File: config.mk
export PLATFORM = sky130hd
export DESIGN_NAME = tl_msg_legality_mon
export DESIGN_NICKNAME = d
export VERILOG_FILES = /design/src/rtl/tlmc_pkg.sv /design/src/rtl/tlmc_op_decode.sv /design/src/rtl/tlmc_param_check.sv /design/src/rtl/tlmc_err_capture.sv /design/src/rtl/tl_msg_legality_mon.sv
export SDC_FILE = /design/constraint.sdc
export NUM_CORES = 1
export LEC_CHECK = 0
export BUFFER_PORTS_ARGS = -buffer_cell sky130_fd_sc_hd__buf_2
export CORE_AREA = 5 5 42 44
export CTS_BUF_LIST = sky130_fd_sc_hd__clkbuf_8
export DETAILED_ROUTE_END_ITERATION = 8
export DIE_AREA = 0 0 47 49
export GPL_ROUTABILITY_DRIVEN = 1
export PLACE_DENSITY = 0.51
export SKIP_LAST_GASP = 1
export SLEW_MARGIN = 40
export SYNTH_ARGS = -nofsm -noshare
export SYNTH_HDL_FRONTEND = slang
export SYNTH_SLANG_ARGS = --single-unit
File: constraint.sdc
create_clock -name clk -period 1.8 [get_ports clk]
set_clock_uncertainty 0.15 [all_clocks]
set_input_delay 0.36 -clock clk [delete_from_list [all_inputs] [get_ports clk]]
set_output_delay 0.36 -clock clk [all_outputs]
set_load 0.05 [all_outputs]
File: src/rtl/tlmc_pkg.sv
package tlmc_pkg;
  localparam int OP_W  = 3;
  localparam int PAR_W = 3;

  localparam int CH_A = 0;
  localparam int CH_B = 1;
  localparam int CH_C = 2;
  localparam int CH_D = 3;

  typedef enum logic [1:0] {
    ERR_NONE   = 2'd0,
    ERR_OPCODE = 2'd1,
    ERR_PARAM  = 2'd2
  } err_e;

  // Which param range a decoded opcode expects
  typedef enum logic [2:0] {
    PK_ZERO,
    PK_ARITH,
    PK_LOGIC,
    PK_INTENT,
    PK_PERM3,
    PK_SHRINK6
  } pkind_e;
endpackage

File: src/rtl/tlmc_op_decode.sv
module tlmc_op_decode
  import tlmc_pkg::*;
#(
  parameter int CHAN = CH_A
) (
  input  logic [OP_W-1:0] opcode,
  output logic            op_ok,
  output pkind_e          kind
);
  generate
    if (CHAN == CH_A || CHAN == CH_B) begin : g_req
      always_comb begin
        op_ok = 1'b1;
        unique case (opcode)
          3'd2:          kind = PK_ARITH;
          3'd3:          kind = PK_LOGIC;
          3'd5:          kind = PK_INTENT;
          3'd6, 3'd7:    kind = PK_PERM3;
          default:       kind = PK_ZERO;
        endcase
      end
    end else if (CHAN == CH_C) begin : g_rsp_c
      always_comb begin
        op_ok = (opcode != 3'd3);
        kind  = opcode[2] ? PK_SHRINK6 : PK_ZERO;
      end
    end else begin : g_rsp_d
      always_comb begin
        op_ok = (opcode != 3'd3) && (opcode != 3'd7);
        kind  = (opcode == 3'd4 || opcode == 3'd5) ? PK_PERM3 : PK_ZERO;
      end
    end
  endgenerate
endmodule

File: src/rtl/tlmc_param_check.sv
module tlmc_param_check
  import tlmc_pkg::*;
(
  input  pkind_e           kind,
  input  logic [PAR_W-1:0] param,
  output logic             par_ok
);
  always_comb begin
    unique case (kind)
      PK_ZERO:    par_ok = (param == 3'd0);
      PK_ARITH:   par_ok = (param <= 3'd4);
      PK_LOGIC:   par_ok = (param <= 3'd3);
      PK_INTENT:  par_ok = (param <= 3'd1) || (param >= 3'd5);
      PK_PERM3:   par_ok = (param <= 3'd2);
      PK_SHRINK6: par_ok = (param <= 3'd5);
      default:    par_ok = 1'b0;
    endcase
  end
endmodule

File: src/rtl/tlmc_err_capture.sv
module tlmc_err_capture
  import tlmc_pkg::*;
(
  input  logic             clk,
  input  logic             rst_n,
  input  logic             fire,
  input  logic             op_ok,
  input  logic             par_ok,
  input  logic [OP_W-1:0]  opcode,
  input  logic [PAR_W-1:0] param,
  output logic             flag_q,
  output err_e             code_q,
  output logic [OP_W-1:0]  op_q,
  output logic [PAR_W-1:0] par_q
);
  logic bad;
  assign bad = fire && !flag_q && (!op_ok || !par_ok);

  always_ff @(posedge clk or negedge rst_n) begin
    if (!rst_n) begin
      flag_q <= 1'b0;
      code_q <= ERR_NONE;
      op_q   <= '0;
      par_q  <= '0;
    end else if (bad) begin
      flag_q <= 1'b1;
      code_q <= op_ok ? ERR_PARAM : ERR_OPCODE;
      op_q   <= opcode;
      par_q  <= param;
    end
  end
endmodule

File: src/rtl/tl_msg_legality_mon.sv
module tl_msg_legality_mon
  import tlmc_pkg::*;
#(
  parameter int CHAN = CH_A
) (
  input  logic             clk,
  input  logic             rst_n,
  input  logic             mon_valid,
  input  logic             mon_ready,
  input  logic [OP_W-1:0]  mon_opcode,
  input  logic [PAR_W-1:0] mon_param,
  output logic             err_flag,
  output logic [1:0]       err_code,
  output logic [OP_W-1:0]  err_opcode,
  output logic [PAR_W-1:0] err_param
);
  logic   op_ok;
  logic   par_ok;
  pkind_e kind;
  err_e   code_q;

  tlmc_op_decode #(.CHAN(CHAN)) dec_i (
    .opcode (mon_opcode),
    .op_ok  (op_ok),
    .kind   (kind)
  );

  tlmc_param_check par_i (
    .kind   (kind),
    .param  (mon_param),
    .par_ok (par_ok)
  );

  tlmc_err_capture cap_i (
    .clk    (clk),
    .rst_n  (rst_n),
    .fire   (mon_valid && mon_ready),
    .op_ok  (op_ok),
    .par_ok (par_ok),
    .opcode (mon_opcode),
    .param  (mon_param),
    .flag_q (err_flag),
    .code_q (code_q),
    .op_q   (err_opcode),
    .par_q  (err_param)
  );

  assign err_code = code_q;
endmodule

==> impl_metrics.py <==
metrics = {
    "sta": {
        "setup_viol": 0,
        "rsz0062_at_grt": "false",
        "max_freq_mhz": 589,
        "tns_ns": 0,
        "period_share_pct": 94.3,
        "fin_crit_ns": 1.70,
        "whs_ns": 0.293,
        "final_hold_viol_count": 0,
        "final_max_slew_viol_count": 0,
    },
    "min_path": {
        "hold_class": "in2reg",
        "whs_path_depth": 3,
    },
    "power": {
        "p_total_uw": 963,
        "irDropWorstVdd_v": 0.000560,
        "p_per_area_mw_per_mm2": 1660,
        "power_leakage_nw": 0.277,
    },
    "die": {
        "coreArea_mm2": 0.00140,
        "die_area_mm2": 0.00230,
        "fp-row-count": 14,
        "die_h_um": 49,
        "initial_utilization_pct": 25.6,
        "io_pins": 19,
        "fp.dieW_um": 47,
    },
    "worst_setup_path": {
        "crit_type": "reg2reg",
        "worstPathMaxFanout": 5,
        "crit_required_ns": 1.75,
        "critPathArrivalTime_ns": 1.65,
        "path_cells": "or3_4 > a311o_2 > mux2_1",
        "end_kind": "register",
        "cp_slowest_cell": "dfrtp_2",
        "slowest_delay_ns": 0.41,
        "r2r_cells": 3,
        "start_kind": "register",
    },
    "place": {
        "gp_congestion": 0.754,
        "dpl-instance-area_um2": 526,
        "portBuffers": 17,
        "post-dp-hpwl_um": 719,
    },
    "route": {
        "vias": 352,
        "ant_nets": 0,
        "wl_per_cell_um": 10.5,
        "remaining_drc_errors": 0,
        "drt-total-wl_um": 820,
        "viasPerCell": 4.51,
        "drt_iter0_drc": 2,
        "first_pass_iters": 4,
    },
    "cells_and_area": {
        "nNetsFinal": 73,
        "fin_util_pct": 41.4,
        "multi_input_area_um2": 165,
        "drive_gt1_share_pct": 54.8,
        "syn2layout_area_growth_pct": 61.7,
        "n_antenna_cell": 0,
        "fill_cells": 151,
        "register_area_um2": 176,
        "final_area_um2": 581,
    },
    "grt": {
        "use_met2_pct": 12.4,
        "antenna_found_initial": 0,
        "use_met3_pct": 4.06,
        "grt_pass1_vias": 343,
        "grt.busiest_layer": "met2",
        "grt_overflow": 0,
        "grt_usage_pct": 8.09,
        "grt_max_degree": 8,
        "use_met1_pct": 8.76,
        "grt_pass1_wl_um": 1340,
    },
    "clock_tree": {
        "hold_buffers": 1,
        "clockBufferDepth": 2,
        "path_clk_slew_ns": 0.04,
        "clockRootBuffer": "clkbuf_8",
        "cts_tree": "built",
        "htree_levels": 1,
        "clkLatencyLatePin_ns": 0.22,
        "post_cts_buffers": 0,
        "numCtsBuffers": 3,
        "cts_sinks": 7,
        "cts.repair.resized": 0,
    },
    "yosys": {
        "yosysSeqAreaShare_pct": 48.8,
        "synth-seq-cells": 7,
        "synthCells": 32,
        "synthesis.nets": 42,
        "syn-cell-area_um2": 359,
        "yosys_warnings": 0,
        "post_synth.cell_area_avg_um2": 11.2,
        "yosysUniqueCellTypes": 21,
    },
    "run": {
        "maxCapViolations": 0,
    },
    "outcome": {
        "outcome": "complete, no violations",
    },
}
area by class of cell:
type,count,area share (%)
clock buffer,3,7.11
clock inverter,1,0.647
inverter,1,0.647
multi-input combinational,22,28.4
sequential,7,30.4
tap,16,3.45
timing repair buffer,28,29.3
cells in the mapped netlist:
cell      n  area (um^2)
or3_4     1         11.3
o22a_1    2         17.5
a31oi_1   1         6.26
nor3_1    1         5.00
a211oi_1  2         15.0
o21a_1    1         7.51
or2b_1    1         7.51
nor4_1    1         6.26
buf_4     2         15.0
inv_1     1         3.75
dfrtp_1   7          175
a311o_2   1         11.3
a311oi_1  1         8.76
nand2b_1  1         6.26
nand2_1   1         3.75
o22ai_1   1         6.26
nor2_1    1         3.75
a21oi_1   1         5.00
conb_1    1         3.75
or2_2     1         6.26
mux2_1    3         33.8
power breakdown:
group / switching, mW / total (mW) / internal [mW]
combinational: 0.366 / 0.490 / 0.124
clock: 0.0582 / 0.205 / 0.146
sequential: 0.0357 / 0.268 / 0.233
total: 0.460 / 0.963 / 0.504
routing by layer:
layer  share of wire [%]  vias up
met5                   0        -
met3                  11        0
met4                   0        0
li1                    -      182
met2                  48       10
met1                  41      160
critical path: cells and delay by family, from the launching register on:
family | cells | cell delay [ns]
and+or+nand+nor | 1 | 0.33
DFF | 1 | 0.41
muxes | 1 | 0.33
AOI/OAI and AO/OA | 1 | 0.36
stage by stage:
step           setup slack [ns]  instances
3_5_place_dp            -0.0728         73
5_1_grt                  0.0465         78
3_3_place_gp            -0.0633         73
6_report                  0.102         78
2_1_floorplan           -0.0186         32
4_1_cts                  0.0884         78
worst paths after layout:
check                                       to  slack, ns           from
max in group asynchronous         cap_i.flag_q       0.99          rst_n
worst max-delay path            cap_i.par_q[1]       0.10   cap_i.flag_q
min in group asynchronous       cap_i.par_q[1]       0.34          rst_n
worst min-delay path             cap_i.op_q[1]       0.29  mon_opcode[1]
worst min register to register   cap_i.op_q[0]       0.33  cap_i.op_q[0]
worst max register to register  cap_i.par_q[1]       0.10   cap_i.flag_q
flip-flops by register name, summed over array words and instances, names as in the netlist:
signal	cells
cap_i.op_q	3
cap_i.par_q	3
cap_i.flag_q	1
placed cells by master (no fill, tap or decap), types with 2 or more instances in the layout:
master,n
a211oi_1,2
buf_2,17
buf_4,10
clkbuf_8,3
dfrtp_1,6
inv_1,2
mux2_1,3
o22a_1,2
kinds of logic after synthesis:
kind of cell | synth area share [%]
compound gates | 21.6
buf+inv | 5.22
flops | 48.8
mux | 9.41
other cells | 1.04
simple gates | 13.9
No activity file was read; power rests on OpenSTA's default activity.
